===== src/rtl/imw_pkg.sv =====
package imw_pkg;
  localparam int unsigned GRAN_SHIFT_BASE  = 8;
  localparam int unsigned GRAN_ENC_MAX     = 6;
  localparam int unsigned WIN_ALIGN_BITS   = 28;
  localparam int unsigned DEC_WAYS_ENC_MAX = 3;
  localparam int unsigned DEC_IDX_W        = 3;
  localparam int unsigned CTRL_W           = 9;
  localparam int unsigned CTRL_GRAN_LSB    = 0;
  localparam int unsigned CTRL_WAYS_LSB    = 4;
  localparam int unsigned CTRL_COMMIT_BIT  = 8;
  localparam int unsigned ACC_MIN_BYTES    = 1;
  localparam int unsigned ACC_MAX_BYTES    = 8;
  localparam int unsigned SIZE_W           = 4;

  typedef logic [7:0] port_id_t;

  typedef enum logic [1:0] {
    SLOT_EMPTY = 2'd0,
    SLOT_FWD   = 2'd1,
    SLOT_LOCAL = 2'd2
  } slot_kind_t;
endpackage


===== src/rtl/imw_modn.sv =====
module imw_modn #(
  parameter int unsigned W  = 40,
  parameter int unsigned DW = 4
) (
  input  logic [W-1:0]  value,
  input  logic [DW-1:0] divisor,
  output logic [DW-1:0] rem
);
  // Bit-serial restoring remainder, one stage per dividend bit.
  logic [DW-1:0] part [0:W];
  assign part[0] = '0;

  for (genvar gi = 0; gi < W; gi++) begin : g_stage
    logic [DW:0] trial;
    assign trial = {part[gi], value[W-1-gi]};
    assign part[gi+1] = DW'((trial >= {1'b0, divisor}) ? (trial - {1'b0, divisor}) : trial);
  end

  assign rem = part[W];
endmodule


===== src/rtl/imw_window_stage.sv =====
module imw_window_stage
  import imw_pkg::*;
#(
  parameter int unsigned ADDR_W = 40,
  parameter int unsigned CNT_W  = 4,
  parameter int unsigned HB_W   = 3
) (
  input  logic              clk,
  input  logic              rst_n,
  input  logic [ADDR_W-1:0] req_off,
  input  logic [ADDR_W-1:0] win_base,
  input  logic [ADDR_W-1:0] win_size,
  input  logic [2:0]        win_gran,
  input  logic [CNT_W-1:0]  win_ways,
  input  logic              cfg_ok,
  output logic [ADDR_W-1:0] hpa,
  output logic              in_range,
  output logic [HB_W-1:0]   hb_idx
);
  logic [3:0]        gran_shift;
  logic [ADDR_W-1:0] granule;
  logic [CNT_W-1:0]  way_rem;

  assign hpa        = win_base + req_off;
  assign in_range   = (req_off < win_size);
  assign gran_shift = 4'(GRAN_SHIFT_BASE) + {1'b0, win_gran};
  assign granule    = hpa >> gran_shift;

  imw_modn #(.W(ADDR_W), .DW(CNT_W)) u_way_mod (
    .value   (granule),
    .divisor (win_ways),
    .rem     (way_rem)
  );

  assign hb_idx = way_rem[HB_W-1:0];


  hb_in_list_chk: assert property (@(posedge clk) disable iff (!rst_n)
    cfg_ok |-> (way_rem < win_ways));
endmodule


===== src/rtl/imw_hdm_stage.sv =====
module imw_hdm_stage
  import imw_pkg::*;
#(
  parameter int unsigned ADDR_W = 40
) (
  input  logic [ADDR_W-1:0] hpa,
  input  logic [CTRL_W-1:0] ctrl,
  input  logic [31:0]       list_lo,
  input  logic [31:0]       list_hi,
  output logic              hit,
  output port_id_t          port
);
  logic [3:0]           gran_enc;
  logic [3:0]           ways_enc;
  logic                 committed;
  logic                 codes_ok;
  logic [3:0]           idx_shift;
  logic [DEC_IDX_W-1:0] raw_idx;
  logic [DEC_IDX_W-1:0] way_mask;
  logic [DEC_IDX_W-1:0] entry;
  logic [63:0]          list_all;

  assign gran_enc  = ctrl[CTRL_GRAN_LSB +: 4];
  assign ways_enc  = ctrl[CTRL_WAYS_LSB +: 4];
  assign committed = ctrl[CTRL_COMMIT_BIT];
  assign codes_ok  = (gran_enc <= 4'(GRAN_ENC_MAX)) && (ways_enc <= 4'(DEC_WAYS_ENC_MAX));

  assign idx_shift = 4'(GRAN_SHIFT_BASE) + {1'b0, gran_enc[2:0]};
  assign raw_idx   = hpa[idx_shift +: DEC_IDX_W];
  assign way_mask  = DEC_IDX_W'((4'd1 << ways_enc[1:0]) - 4'd1);
  assign entry     = raw_idx & way_mask;

  assign list_all  = {list_hi, list_lo};
  assign port      = list_all[{entry, 3'b000} +: 8];
  assign hit       = committed && codes_ok;
endmodule


===== src/rtl/imw_router.sv =====
module imw_router
  import imw_pkg::*;
#(
  parameter int unsigned ADDR_W = 40,
  parameter int unsigned DATA_W = 64,
  parameter int unsigned MAX_HB = 8,
  localparam int unsigned CNT_W = $clog2(MAX_HB + 1),
  localparam int unsigned HB_W  = $clog2(MAX_HB)
) (
  input  logic              clk,
  input  logic              rst_n,
  input  logic [ADDR_W-1:0] cfg_win_base,
  input  logic [ADDR_W-1:0] cfg_win_size,
  input  logic [2:0]        cfg_win_gran,
  input  logic [CNT_W-1:0]  cfg_win_ways,
  input  logic [8:0]        cfg_dec_ctrl,
  input  logic [31:0]       cfg_dec_list_lo,
  input  logic [31:0]       cfg_dec_list_hi,
  output logic              cfg_err,
  input  logic              req_valid,
  output logic              req_ready,
  input  logic              req_write,
  input  logic [ADDR_W-1:0] req_addr,
  input  logic [3:0]        req_size,
  input  logic [DATA_W-1:0] req_wdata,
  output logic              fwd_valid,
  input  logic              fwd_ready,
  output logic              fwd_write,
  output logic [ADDR_W-1:0] fwd_addr,
  output logic [3:0]        fwd_size,
  output logic [DATA_W-1:0] fwd_wdata,
  output logic [HB_W-1:0]   fwd_hb,
  output logic [7:0]        fwd_port,
  output logic              cpl_valid,
  input  logic              cpl_ready,
  output logic              cpl_write,
  output logic              cpl_err,
  output logic [DATA_W-1:0] cpl_rdata
);
  // Reset: asynchronous assertion, synchronous release.
  logic rst_q1, rst_q2, rst_i;
  always_ff @(posedge clk or negedge rst_n) begin
    if (!rst_n) begin
      rst_q1 <= 1'b0;
      rst_q2 <= 1'b0;
    end else begin
      rst_q1 <= 1'b1;
      rst_q2 <= rst_q1;
    end
  end
  assign rst_i = rst_q2;

  // Configuration check.
  logic win_cfg_bad;
  assign win_cfg_bad = (cfg_win_size == '0)
                    || (cfg_win_size[WIN_ALIGN_BITS-1:0] != '0)
                    || (cfg_win_gran > 3'(GRAN_ENC_MAX))
                    || (cfg_win_ways == '0)
                    || (cfg_win_ways > CNT_W'(MAX_HB));
  assign cfg_err = win_cfg_bad;

  // Stage one: window to host bridge.
  logic [ADDR_W-1:0] hpa;
  logic              in_range;
  logic [HB_W-1:0]   hb_idx;

  imw_window_stage #(.ADDR_W(ADDR_W), .CNT_W(CNT_W), .HB_W(HB_W)) u_win (
    .clk      (clk),
    .rst_n    (rst_i),
    .req_off  (req_addr),
    .win_base (cfg_win_base),
    .win_size (cfg_win_size),
    .win_gran (cfg_win_gran),
    .win_ways (cfg_win_ways),
    .cfg_ok   (!win_cfg_bad),
    .hpa      (hpa),
    .in_range (in_range),
    .hb_idx   (hb_idx)
  );

  // Stage two: committed decoder to port.
  logic     dec_hit;
  port_id_t dec_port;

  imw_hdm_stage #(.ADDR_W(ADDR_W)) u_dec (
    .hpa     (hpa),
    .ctrl    (cfg_dec_ctrl),
    .list_lo (cfg_dec_list_lo),
    .list_hi (cfg_dec_list_hi),
    .hit     (dec_hit),
    .port    (dec_port)
  );

  logic size_ok, route_hit;
  assign size_ok   = (req_size >= SIZE_W'(ACC_MIN_BYTES)) && (req_size <= SIZE_W'(ACC_MAX_BYTES));
  assign route_hit = !win_cfg_bad && in_range && dec_hit && size_ok;

  // Output slot.
  slot_kind_t        slot_q, slot_d;
  logic              wr_q;
  logic [ADDR_W-1:0] addr_q;
  logic [3:0]        size_q;
  logic [DATA_W-1:0] wdata_q;
  logic [HB_W-1:0]   hb_q;
  port_id_t          port_q;
  logic              accept, drain, load_en;

  assign drain     = (fwd_valid && fwd_ready) || (cpl_valid && cpl_ready);
  assign req_ready = (slot_q == SLOT_EMPTY) || drain;
  assign accept    = req_valid && req_ready;
  assign load_en   = accept;

  always_comb begin
    slot_d = slot_q;
    if (accept)     slot_d = route_hit ? SLOT_FWD : SLOT_LOCAL;
    else if (drain) slot_d = SLOT_EMPTY;
  end

  always_ff @(posedge clk or negedge rst_i) begin
    if (!rst_i) slot_q <= SLOT_EMPTY;
    else        slot_q <= slot_d;
  end

  always_ff @(posedge clk or negedge rst_i) begin
    if (!rst_i) begin
      wr_q    <= 1'b0;
      addr_q  <= '0;
      size_q  <= '0;
      wdata_q <= '0;
      hb_q    <= '0;
      port_q  <= '0;
    end else if (load_en) begin
      wr_q    <= req_write;
      addr_q  <= hpa;
      size_q  <= req_size;
      wdata_q <= req_wdata;
      hb_q    <= hb_idx;
      port_q  <= dec_port;
    end
  end

  assign fwd_valid = (slot_q == SLOT_FWD);
  assign fwd_write = wr_q;
  assign fwd_addr  = addr_q;
  assign fwd_size  = size_q;
  assign fwd_wdata = wdata_q;
  assign fwd_hb    = hb_q;
  assign fwd_port  = port_q;

  assign cpl_valid = (slot_q == SLOT_LOCAL);
  assign cpl_write = wr_q;
  assign cpl_err   = cpl_valid && !wr_q;
  assign cpl_rdata = '0;


  cfg_reject_miss_chk: assert property (@(posedge clk) disable iff (!rst_i)
    (accept && win_cfg_bad) |=> (cpl_valid && !fwd_valid));


  uncommitted_miss_chk: assert property (@(posedge clk) disable iff (!rst_i)
    (accept && !cfg_dec_ctrl[CTRL_COMMIT_BIT]) |=> cpl_valid);


  read_miss_poison_chk: assert property (@(posedge clk) disable iff (!rst_i)
    (accept && !req_write && !route_hit) |=> (cpl_valid && cpl_err && (cpl_rdata == '0)));


  write_miss_silent_chk: assert property (@(posedge clk) disable iff (!rst_i)
    (accept && req_write && !route_hit) |=> (cpl_valid && !cpl_err && !fwd_valid));


  fwd_stall_hold_chk: assert property (@(posedge clk) disable iff (!rst_i)
    (fwd_valid && !fwd_ready) |=> (fwd_valid && $stable(fwd_addr) && $stable(fwd_port) && $stable(fwd_hb)));


  cpl_stall_hold_chk: assert property (@(posedge clk) disable iff (!rst_i)
    (cpl_valid && !cpl_ready) |=> (cpl_valid && $stable(cpl_err)));
endmodule


===== config.mk =====
export PLATFORM = sky130hd
export DESIGN_NAME = imw_router
export DESIGN_NICKNAME = d
export VERILOG_FILES = /design/src/rtl/imw_pkg.sv /design/src/rtl/imw_modn.sv /design/src/rtl/imw_window_stage.sv /design/src/rtl/imw_hdm_stage.sv /design/src/rtl/imw_router.sv
export SDC_FILE = /design/constraint.sdc
export NUM_CORES = 1
export LEC_CHECK = 0
export BUFFER_PORTS_ARGS = -buffer_cell sky130_fd_sc_hd__buf_2
export CORE_ASPECT_RATIO = 2
export CORE_MARGIN = 8
export CORE_UTILIZATION = 35
export DETAILED_ROUTE_END_ITERATION = 8
export SLEW_MARGIN = 10
export SYNTH_ARGS = -nofsm -noshare
export SYNTH_HDL_FRONTEND = slang
export SYNTH_HIERARCHICAL = 1
export SYNTH_SLANG_ARGS = --single-unit

===== constraint.sdc =====
create_clock -name clk -period 4.5 [get_ports clk]
set_input_delay 0.9 -clock clk [delete_from_list [all_inputs] [get_ports clk]]
set_output_delay 0.9 -clock clk [all_outputs]
set_load 0.005 [all_outputs]

### Word level (Yosys, flattened, before mapping)

Index checks and enable logic that the tools add are counted.

* flip-flop bits (word level): 124
* output and inout port bits: 190
* logic and storage cells: 173

* $add $sub $neg: 44
* $lt $le $gt $ge: 47
* eq/ne operators: 2
* shift-type cells: 4
* multiplexer cells: 43
* bitwise gates (word level): 1
* reductions and logical operators: 23

Operators by type and width (number)
* greater-or-equal comparator 5 x 4 -> 1 bit: 39
* 2-to-1 mux 4 bit: 39
* subtractor 4 bit: 38
* variable part select 64 x 7 -> 8 bit: 1
* adder 40 bit: 1
* logical NOT 40 bit: 1
* less-than comparator 40 bit: 1
* variable part select 40 x 5 -> 3 bit: 1
* right shift 40 x 4 -> 40 bit: 1
* nonzero test 28 bit: 1
* logical AND 1 bit: 10
* adder 4 x 3 -> 4 bit, first input constant: 2
* logical OR 1 bit: 6
* 2-to-1 mux 2 bit: 3
* greater-or-equal comparator 1 x 4 -> 1 bit: 1
* greater-or-equal comparator 4 x 1 -> 1 bit, second input constant: 1
* > comparator 4 bit, second input constant: 1
* less-or-equal comparator 4 x 2 -> 1 bit, second input constant: 1
* less-or-equal comparator 4 x 3 -> 1 bit, second input constant: 1
* less-or-equal comparator 4 bit, second input constant: 1
* logical NOT 4 bit: 1
* subtractor 1 x 4 -> 4 bit: 1
* bitwise AND 3 bit: 1
* > comparator 3 bit, second input constant: 1
* 9 further kinds: 10

### Depth between registers and ports, before layout

Gate-level depths: netlist (run 1).

* word-level depth: 82
* depth in mapped cells: 372

### Modules after synthesis

Netlist (run 1), hierarchy kept.

Modules (own cells, without submodules)
* imw_modn: instances 1, cells each 1132, area an instance 9008.6 µm², seq. area each 0.0 µm²
* imw_router: instances 1, cells each 357, area an instance 5250.0 µm², seq. area each 3103.0 µm²
* imw_window_stage: instances 1, cells each 705, area an instance 5093.6 µm², seq. area each 0.0 µm²
* imw_hdm_stage: instances 1, cells each 77, area an instance 832.0 µm², seq. area each 0.0 µm²

### Least setup slack after synthesis (run 1)

OpenSTA, ideal clock, no wires.

* kind: in2reg
* from: input cfg_win_ways[1]
* to: register hb_q[1], in the netlist fwd_hb[1]
* library setup time: 0.125 ns
* arrival time: 63.501 ns
* data required time: 4.375 ns
* slack: -59.126 ns
* stages: 351
* path buffers: 6
* cell sequence: inv_1 -> ha_1 -> nand2b_1 -> a31o_1 -> inv_1 -> ha_1 -> a211oi_1 -> o211ai_1 -> mux2_2 -> inv_1 -> ha_1 -> a41oi_1 -> o21ai_1 -> nand2b_1 -> or3_4 -> o21ai_0 -> inv_1 -> ha_1 -> (+315 left out) -> buf_6 -> mux2_2 -> inv_1 -> ha_1 -> o21ai_0 -> nand2b_1 -> a21o_1 -> a21oi_1 -> o211ai_2 -> mux2i_1 -> ha_1 -> a21o_1 -> a21o_1 -> a31o_2 -> a21o_1 -> a221o_1 -> mux2_1 -> mux2_2

* cells in the longest elaborated chain, start to end: 80
* elaborated cells on any way between the ends: 120
* classes of those cells: add/sub: 40; order compare: 40; mux: 40

RTL lines
* start, declared: RTL line imw_router.sv:15 `input logic [CNT_W-1:0] cfg_win_ways,`
* subtractor 1 x 4 -> 4 bit or greater-or-equal comparator 1 x 4 -> 1 bit (tied branches): RTL line imw_modn.sv:16 `assign part[gi+1] = DW'((trial >= {1'b0, divisor}) ? (trial - {1'b0, divisor}) : trial);`
* 2-to-1 mux 4 bit: RTL line imw_modn.sv:16
* subtractor 4 bit or greater-or-equal comparator 5 x 4 -> 1 bit (tied branches): RTL line imw_modn.sv:16
* 2-to-1 mux 4 bit: RTL line imw_modn.sv:16
* subtractor 4 bit or greater-or-equal comparator 5 x 4 -> 1 bit (tied branches): RTL line imw_modn.sv:16
* 2-to-1 mux 4 bit: RTL line imw_modn.sv:16
* greater-or-equal comparator 5 x 4 -> 1 bit or subtractor 4 bit (tied branches): RTL line imw_modn.sv:16
* 2-to-1 mux 4 bit: RTL line imw_modn.sv:16
* (+65 left out)
* 2-to-1 mux 4 bit: RTL line imw_modn.sv:16
* subtractor 4 bit or greater-or-equal comparator 5 x 4 -> 1 bit (tied branches): RTL line imw_modn.sv:16
* 2-to-1 mux 4 bit: RTL line imw_modn.sv:16
* subtractor 4 bit or greater-or-equal comparator 5 x 4 -> 1 bit (tied branches): RTL line imw_modn.sv:16
* 2-to-1 mux 4 bit: RTL line imw_modn.sv:16
* greater-or-equal comparator 5 x 4 -> 1 bit or subtractor 3 bit (tied branches): RTL line imw_modn.sv:16
* 2-to-1 mux 3 bit (*): RTL line imw_modn.sv:16
* named net hb_idx[1]: RTL line imw_router.sv:65 `logic [HB_W-1:0] hb_idx;`
* end signal, assigned: RTL line imw_router.sv:137 `hb_q <= hb_idx;`
* end, declared: RTL line imw_router.sv:104 `logic [HB_W-1:0] hb_q;`

Mark *: on every way through the listed nets, which the timed path passes. The rest lies on a longest branch.
A chain may end at the register's enable or synchronous reset.

### Worst setup path in the final report (run 1)

* from: input cfg_win_ways[0]
* to: register hb_q[1], in the netlist fwd_hb[1]

* cells in the longest elaborated chain, start to end: 80
* elaborated cells on any way between the ends: 120
* classes of those cells: add/sub: 40; order compare: 40; mux: 40

RTL lines (RTL line)
* subtractor 1 x 4 -> 4 bit or greater-or-equal comparator 1 x 4 -> 1 bit (tied branches): imw_modn.sv:16
* 2-to-1 mux 4 bit: imw_modn.sv:16
* subtractor 4 bit or greater-or-equal comparator 5 x 4 -> 1 bit (tied branches): imw_modn.sv:16
* 2-to-1 mux 4 bit: imw_modn.sv:16
* subtractor 4 bit or greater-or-equal comparator 5 x 4 -> 1 bit (tied branches): imw_modn.sv:16
* 2-to-1 mux 4 bit: imw_modn.sv:16
* subtractor 4 bit or greater-or-equal comparator 5 x 4 -> 1 bit (tied branches): imw_modn.sv:16
* 2-to-1 mux 4 bit: imw_modn.sv:16
* (+65 left out)
* 2-to-1 mux 4 bit: imw_modn.sv:16
* subtractor 4 bit or greater-or-equal comparator 5 x 4 -> 1 bit (tied branches): imw_modn.sv:16
* 2-to-1 mux 4 bit: imw_modn.sv:16
* subtractor 4 bit or greater-or-equal comparator 5 x 4 -> 1 bit (tied branches): imw_modn.sv:16
* 2-to-1 mux 4 bit: imw_modn.sv:16
* greater-or-equal comparator 5 x 4 -> 1 bit or subtractor 3 bit (tied branches): imw_modn.sv:16
* 2-to-1 mux 3 bit (*): imw_modn.sv:16
* named net hb_idx[1]: imw_router.sv:65

Marked as above.

==> results.yml, run 1 <==
outcome:
  status: "finished with violations"
  violations: "setup timing"
place:
  hpwlAfterDp_um: 71000
  gp_congestion: 0.996
  io_buffers: 399
  place_area_sq_um: 29800
  post-place-cells: 4237
worst_setup_path:
  cp.required_ps: 4820
  regToRegEndpoint: "fwd_wdata[16]$_DFFE_PN0P_"
  cp-start-kind: "primary input"
  end_kind: "flip-flop"
  r2r_cells: 4
  r2r_start: "slot_q[1]$_DFFE_PN0P_"
  r2r_slack_ps: 2220
  worst_path_most_repeated_cell: "a21o_1"
  path_max_fanout: 6
  critPathCapture: "fwd_hb[1]$_DFFE_PN0P_"
  crit_slowest_cell: "or3_4"
  cpPeakStageDelay_ps: 450
  path_class: "in -> reg"
  cp.arrival_ps: 56930
  startpoint: "cfg_win_ways[0]"
finish:
  multi_input_area_sq_um: 17500
  final_layout_size_suffix_gt1_share_pct: 54.6
  final_cell_mix: "buf_4, buf_2, ha_1"
  fillers: 5088
  area_delta_synth_final_pct: 63.1
  design_area_sq_um: 32900
  final_net_count: 4242
  register_area_sq_um: 3110
  final_common_cell: "buf_4"
  fin_cells: 4459
die:
  initial_core_util_pct: 35.3
  die-area_sq_um: 66000
  core-area_sq_um: 57100
  dieHeight_um: 355
  rows: 124
  die_w_um: 186
  io_pins: 464
cts:
  clkSinkCount: 124
  clk_pin_slew_ps: 60
  cts-root-buf: "clkbuf_16"
  clockBufferDepth: 2
  numCtsBuffers: 17
  htreeDepth: 4
  cts_tree: "built"
  clk-insertion-delay-late_ps: 450
drt:
  viasPerCell: 5.25
  drtIter0Drc: 824
  ant_nets: 0
  vias: 23400
  avgRoutedWirePerCell_um: 19.6
  firstDrtPassIters: 5
  wirelength_um: 87400
  drc_errors: 0
sta:
  period_share_pct: 1260
  hold_ws_ps: 238
  fin_skew_ps: 12.0
  finalSetupViolCount: 10
  min_period_ps: 56620
  setup_tns_ps: -156460
  worst_pin_slew_ps: 1100
  hold_violations: 0
  finalMaxSlewViolations: 0
  rsz0062_at_grt: "yes"
  max_slew_margin_pct: 26.9
  setup_slack_ps: -52120
  max_freq_ghz: 0.0177
synthesis:
  synth_area_per_cell_sq_um: 8.89
  syn_area_sq_um: 20200
  synth-warning-count: 6
  syn-instance-count: 2269
grt:
  globalRouteOverflowTotal: 0
  grt_antenna_before_repair: 6
  grt_usage_pct: 25.6
  grt_pass1_wl_um: 133000
  grt_max_degree: 52
  grt_pass1_vias: 25800
run:
  cap_violations: 0
min_path:
  hold_path_class: "in -> async"
[area by class of cell]
class	instances	area share (%)
antenna	7	0.0533
multi-input combinational	1894	53.2
tap	756	2.88
clock inverter	15	0.529
timing repair buffer	1440	30.2
clock buffer	17	1.29
inverter	206	2.42
sequential	124	9.45
[critical path: cells and delay by family]
| kind | cells | cell delay (ps) |
|---|---|---|
| buffers and inverters | 36 | 3700 |
| muxes | 27 | 7190 |
| and+or+nand+nor | 62 | 8630 |
| adders and majority gates | 41 | 9960 |
| AOI/OAI and AO/OA | 165 | 26500 |
[per-layer routing]
metal	GRT usage (%)	vias up	share of wire, %	wire, um
li1	-	11100	-	-
met1	25.3	11400	36	31500
met2	49.2	673	54	47500
met3	4.39	235	4.3	3730
met4	13.4	0	5.4	4690
met5	0	-	0	0
[state kept, by name (all words and copies together), names as in the netlist]
register and cells:
cpl_write 1, fwd_addr 40, fwd_hb 3, fwd_port 8
fwd_size 4, fwd_wdata 64, rst_i 1, rst_q1 1
slot_q 2
[timing repair]
item	in CTS	in global routing
pin swaps	157	134
gates cloned	0	1
buffers inserted	132	51
hold buffers	0	0
gates resized for setup	124	87
hold endpoints to repair	0	0
endpoints found under the setup margin	11	11
[through the flow]
step                      worst slack (ps)  util [%]
final                               -52120      57.6
after global routing                -54880      57.6
after CTS                           -51800      56.1
after detailed placement            -53980      52.2
after global placement              -51670      52.2
after floorplan                     -53750         -
[how the worst min path moves through the flow]
| stage | start | to | slack [ps] | cells after the start |
|---|---|---|---|---|
| after floorplan | rst_q1$_DFF_PN0_ | rst_i$_DFF_PN0_ | 330 | 0 |
| after global placement | rst_q1$_DFF_PN0_ | rst_i$_DFF_PN0_ | 340 | 0 |
| after detailed placement | rst_q1$_DFF_PN0_ | rst_i$_DFF_PN0_ | 340 | 0 |
| after CTS | rst_n | rst_q1$_DFF_PN0_ | 220 | 1 |
| after global routing | rst_n | rst_q1$_DFF_PN0_ | 220 | 1 |
| final | rst_n | rst_q1$_DFF_PN0_ | 240 | 1 |
Power of run 1 is left out: the tool's default activity adds up to more than one toggle a clock period on the data nets, which glitch-free logic cannot reach.
==> inputs of run 2 (changes only) <==
--- a/config.mk
+++ b/config.mk
@@ -12,3 +12,3 @@
 export DETAILED_ROUTE_END_ITERATION = 8
-export SLEW_MARGIN = 10
+export SLEW_MARGIN = 20
 export SYNTH_ARGS = -nofsm -noshare
==> constraint.sdc (replaced) <==
create_clock -name clk -period 4.5 [get_ports clk]
set_input_delay 0.675 -clock clk [delete_from_list [all_inputs] [get_ports clk]]
set_output_delay 0.675 -clock clk [all_outputs]
set_load 0.005 [all_outputs]
==> run 2 against run 1 <==
Against the previous run:
- the run still ends with setup timing left
- routed wire length increased by 0.81%
- core utilization decreased by 0.16 points
- clock skew down 1.9 ps
- register-to-register slack got worse by 20 ps
- highest routed layer is now met5
==> results.yml, run 2 (same netlist as run 1, synthesis figures left out) <==
cts:
  clockBufferDepth: 2
  numCtsBuffers: 17
  cts-root-buf: "clkbuf_16"
  clk-insertion-delay-late_ps: 440
  htreeDepth: 4
  clk_pin_slew_ps: 70
  clkSinkCount: 124
  cts_tree: "built"
min_path:
  hold_path_class: "reg -> async"
worst_setup_path:
  path_class: "in -> reg"
  r2r_cells: 4
  r2r_slack_ps: 2200
  cp_top_family: "compound AO/OA/AOI/OAI gates"
  worst_path_most_repeated_cell: "a21o_1"
  cp-start-kind: "primary input"
  worst-path-buf-inv: 32
  path_max_fanout: 10
  crit_slowest_cell: "a221o_1"
  cpPeakStageDelay_ps: 420
  cp.required_ps: 4820
  cp.arrival_ps: 56740
  end_kind: "flip-flop"
  r2r_start: "slot_q[1]$_DFFE_PN0P_"
  worst-path-stages: 331
  regToRegEndpoint: "fwd_hb[0]$_DFFE_PN0P_"
sta:
  max_slew_margin_pct: 24.1
  setup_slack_ps: -51920
  period_share_pct: 1250
  setup_tns_ps: -155720
  finalSetupViolCount: 3
  rsz0062_at_grt: "yes"
  hold_violations: 0
  max_freq_ghz: 0.0177
  finalMaxSlewViolations: 0
  min_period_ps: 56420
  fin_skew_ps: 10.0
  worst_pin_slew_ps: 1140
finish:
  fillers: 5090
  final_cell_mix: "buf_4, buf_2, ha_1"
  fin_cells: 4438
  largest_register_ffs: 64
  final_layout_size_suffix_gt1_share_pct: 54.8
  final_net_count: 4223
  final_common_cell: "buf_4"
  area_delta_synth_final_pct: 62.7
drt:
  ant_nets: 0
  dr_wl_met2_um: 48500
  wl_met1_um: 30700
  vias: 23400
  dr.max_layer_used: "met5"
  avgRoutedWirePerCell_um: 19.9
  drtIter0Drc: 878
  firstDrtPassIters: 5
  wl_met3_um: 4070
  wirelength_um: 88100
  viasPerCell: 5.26
  drc_errors: 0
die:
  initial_core_util_pct: 35.3
  dieHeight_um: 355
  io_pins: 464
  die-area_sq_um: 66000
  rows: 124
  core-area_sq_um: 57100
  die_w_um: 186
place:
  hpwlAfterDp_um: 71500
  post-place-cells: 4231
  gp_congestion: 1.03
  io_buffers: 399
grt:
  grt_pass1_wl_um: 134000
  grt_usage_pct: 25.7
  grt_max_degree: 55
  grt_pass1_vias: 25800
  grt_antenna_before_repair: 8
  globalRouteOverflowTotal: 0
outcome:
  status: "finished with violations"
  violations: "setup timing"
run:
  cap_violations: 0
## run 2: per-stage QoR
stage / area (sq um) / hold slack, ps / worst slack (ps) / utilization [%]
5_1_grt: 32800 / 366 / -54670 / 57.4
6_report: 32800 / 328 / -51920 / 57.4
3_3_place_gp: 29700 / 339 / -51140 / 52.0
3_5_place_dp: 29700 / 335 / -53980 / 52.0
4_1_cts: 31900 / 331 / -51810 / 55.9
2_1_floorplan: 21200 / 331 / -53520 / -
## run 2: routing by layer
metal	global-route usage, %	vias to the layer above
met1	24.9	11400
met5	0	-
met2	49.8	688
met3	4.57	250
li1	-	11100
met4	13.8	4
## run 2: area by class of cell
| type | count | area [sq um] | area share, % |
|---|---|---|---|
| multi-input combinational | 1894 | 17600 | 53.7 |
| timing repair buffer | 1421 | 9740 | 29.7 |
| sequential | 124 | 3110 | 9.47 |
| tap | 756 | 946 | 2.88 |
| inverter | 206 | 787 | 2.40 |
| clock buffer | 17 | 425 | 1.30 |
| clock inverter | 15 | 165 | 0.504 |
| antenna | 5 | 12.5 | 0.0381 |
## run 2: how the worst max path moves through the flow
stage | from | to | slack (ps)
finish | cfg_win_ways[0] | fwd_hb[2]$_DFFE_PN0P_ | -51920
global route | cfg_win_ways[0] | fwd_hb[2]$_DFFE_PN0P_ | -54670
CTS | cfg_win_ways[0] | fwd_hb[2]$_DFFE_PN0P_ | -51810
detailed placement | cfg_win_ways[0] | fwd_hb[1]$_DFFE_PN0P_ | -53980
floorplan | cfg_win_ways[1] | fwd_hb[1]$_DFFE_PN0P_ | -53520
global placement | cfg_win_ways[0] | fwd_hb[1]$_DFFE_PN0P_ | -51140
## run 2: repair_timing
item                       in CTS  in global routing
hold endpoints to repair        2                  0
pin swaps                     183                148
setup buffers                 125                 44
hold buffers                    1                  0
setup endpoints to repair      11                 11
resized for setup             134                 95
Power of run 2 is left out for the same reason.
==> inputs of run 3 (changes only) <==
Settings changed: CORE_ASPECT_RATIO 2 to not set.
==> run 3 against run 2 <==
Against the previous run:
- the run still ends with setup timing left
- routed wire length decreased by 0.54%
- die area shrank 0.71%
- maximum frequency down 0.29%
- non-clock buffer count increased by 62
- via count down 0.30%
- hold slack got worse by 31 ps
- global-route usage is 0.46 points lower
- flip-flop and latch count did not move
- core utilization rose by 0.73 points
- critical endpoint is now fwd_hb[1]$_DFFE_PN0P_
==> results.yml, run 3 (same netlist as run 1, synthesis figures left out) <==
drt:
  drc_errors: 0
  firstDrtPassIters: 5
  ant_nets: 0
  wirelength_um: 87600
  viasPerCell: 5.17
  avgRoutedWirePerCell_um: 19.5
  drtIter0Drc: 1091
  vias: 23300
sta:
  worst_pin_slew_ps: 1010
  fin_skew_ps: 17.1
  min_period_ps: 56580
  finalMaxSlewViolations: 0
  setup_slack_ps: -52080
  max_slew_margin_pct: 32.5
  setup_tns_ps: -156200
  max_freq_ghz: 0.0177
  hold_ws_ps: 297
  period_share_pct: 1260
  hold_violations: 0
  rsz0062_at_grt: "yes"
  finalSetupViolCount: 5
cts:
  clockBufferDepth: 2
  numCtsBuffers: 17
  clk-insertion-delay-late_ps: 430
  cts_tree: "built"
  htreeDepth: 4
  cts-root-buf: "clkbuf_16"
  clkSinkCount: 124
  clk_pin_slew_ps: 70
die:
  dieHeight_um: 256
  io_pins: 464
  core-area_sq_um: 57400
  initial_core_util_pct: 35.2
  die-area_sq_um: 65500
  die_w_um: 256
  rows: 88
outcome:
  violations: "setup timing"
  status: "finished with violations"
worst_setup_path:
  path_max_fanout: 5
  cp.arrival_ps: 56890
  worst_path_most_repeated_cell: "a21o_1"
  crit_slowest_cell: "or3_4"
  cp.required_ps: 4810
  cpPeakStageDelay_ps: 420
  path_class: "in -> reg"
  cp-start-kind: "primary input"
  end_kind: "flip-flop"
  r2r_slack_ps: 2310
grt:
  grt_pass1_vias: 24800
  grt_max_degree: 63
  grt_pass1_wl_um: 135000
  grt_antenna_before_repair: 4
  globalRouteOverflowTotal: 0
  grt_usage_pct: 25.3
finish:
  final_cell_mix: "buf_4, buf_2, ha_1"
  antenna_cells: 0
  design_area_sq_um: 33400
  largest_register_ffs: 64
  final_net_count: 4285
  final_layout_size_suffix_gt1_share_pct: 55.7
  final_common_cell: "buf_4"
  fillers: 4926
  area_delta_synth_final_pct: 65.5
place:
  place_area_sq_um: 29600
  gp_congestion: 0.938
  hpwlAfterDp_um: 69900
  io_buffers: 399
run:
  cap_violations: 0
min_path:
  hold_path_class: "reg -> async"
-- run 3: changes by cell type in the layout (fill, tap and decap cells not counted), sizes merged --
cell	change
buf	+62
diode	-5
inv	-4
clkinv	+3
clkinvlp	+1
-- run 3: final cells by class --
| class | count | area [sq um] | area share (%) |
|---|---|---|---|
| clock inverters | 15 | 174 | 0.521 |
| repair buffers | 1483 | 10300 | 30.7 |
| well taps | 765 | 957 | 2.87 |
| inverters | 206 | 795 | 2.38 |
| multi-input cells | 1894 | 17700 | 52.9 |
| clock buffers | 17 | 425 | 1.27 |
| flip-flops and latches | 124 | 3110 | 9.31 |
-- run 3: per-stage QoR --
step | utilization [%] | setup slack, ps | cells
after global routing | 58.2 | -54660 | 4504
after global placement | 51.7 | -50800 | 4231
after floorplan | - | -53520 | 2349
after CTS | 56.3 | -51270 | 4442
final | 58.2 | -52080 | 4504
after detailed placement | 51.7 | -53550 | 4231
-- run 3: what timing repair did --
| item | CTS | global route |
|---|---|---|
| endpoints found under the setup margin | 11 | 11 |
| gates resized for setup | 133 | 117 |
| pin swaps | 176 | 184 |
| gates cloned | 0 | 1 |
| setup buffers | 178 | 66 |
| hold buffers | 1 | 0 |
| endpoints found under the hold margin | 2 | 0 |
-- run 3: worst paths after layout --
check | from | to | depth (start not counted)
setup / recovery | cfg_win_ways[0] | fwd_hb[1]$_DFFE_PN0P_ | 336
hold / removal | rst_i$_DFF_PN0_ | fwd_wdata[21]$_DFFE_PN0P_ | 0
setup reg to reg | slot_q[1]$_DFFE_PN0P_ | fwd_hb[0]$_DFFE_PN0P_ | 4
hold reg to reg | rst_i$_DFF_PN0_ | fwd_wdata[21]$_DFFE_PN0P_ | 0
max in group asynchronous | rst_i$_DFF_PN0_ | fwd_wdata[57]$_DFFE_PN0P_ | 1
min in group clk | rst_q1$_DFF_PN0_ | rst_i$_DFF_PN0_ | 0
-- run 3: worst max-delay path: cells and delay by family --
family | cells | cell delay (ps)
simple gates | 60 | 7600
fa+ha+maj | 40 | 9670
compound gates | 164 | 26890
xor+xnor | 1 | 150
buf+inv | 44 | 4320
mux | 27 | 7510
-- run 3: layer usage --
layer  track usage [%]  vias to the layer above  share of wire (%)
met2              44.8                      587                 50
met1              32.2                    11400                 45
met3              3.21                      115                3.7
li1                  -                    11200                  -
met4              5.85                        0                2.0
met5                 0                        -                  0
Power of run 3 is left out for the same reason.
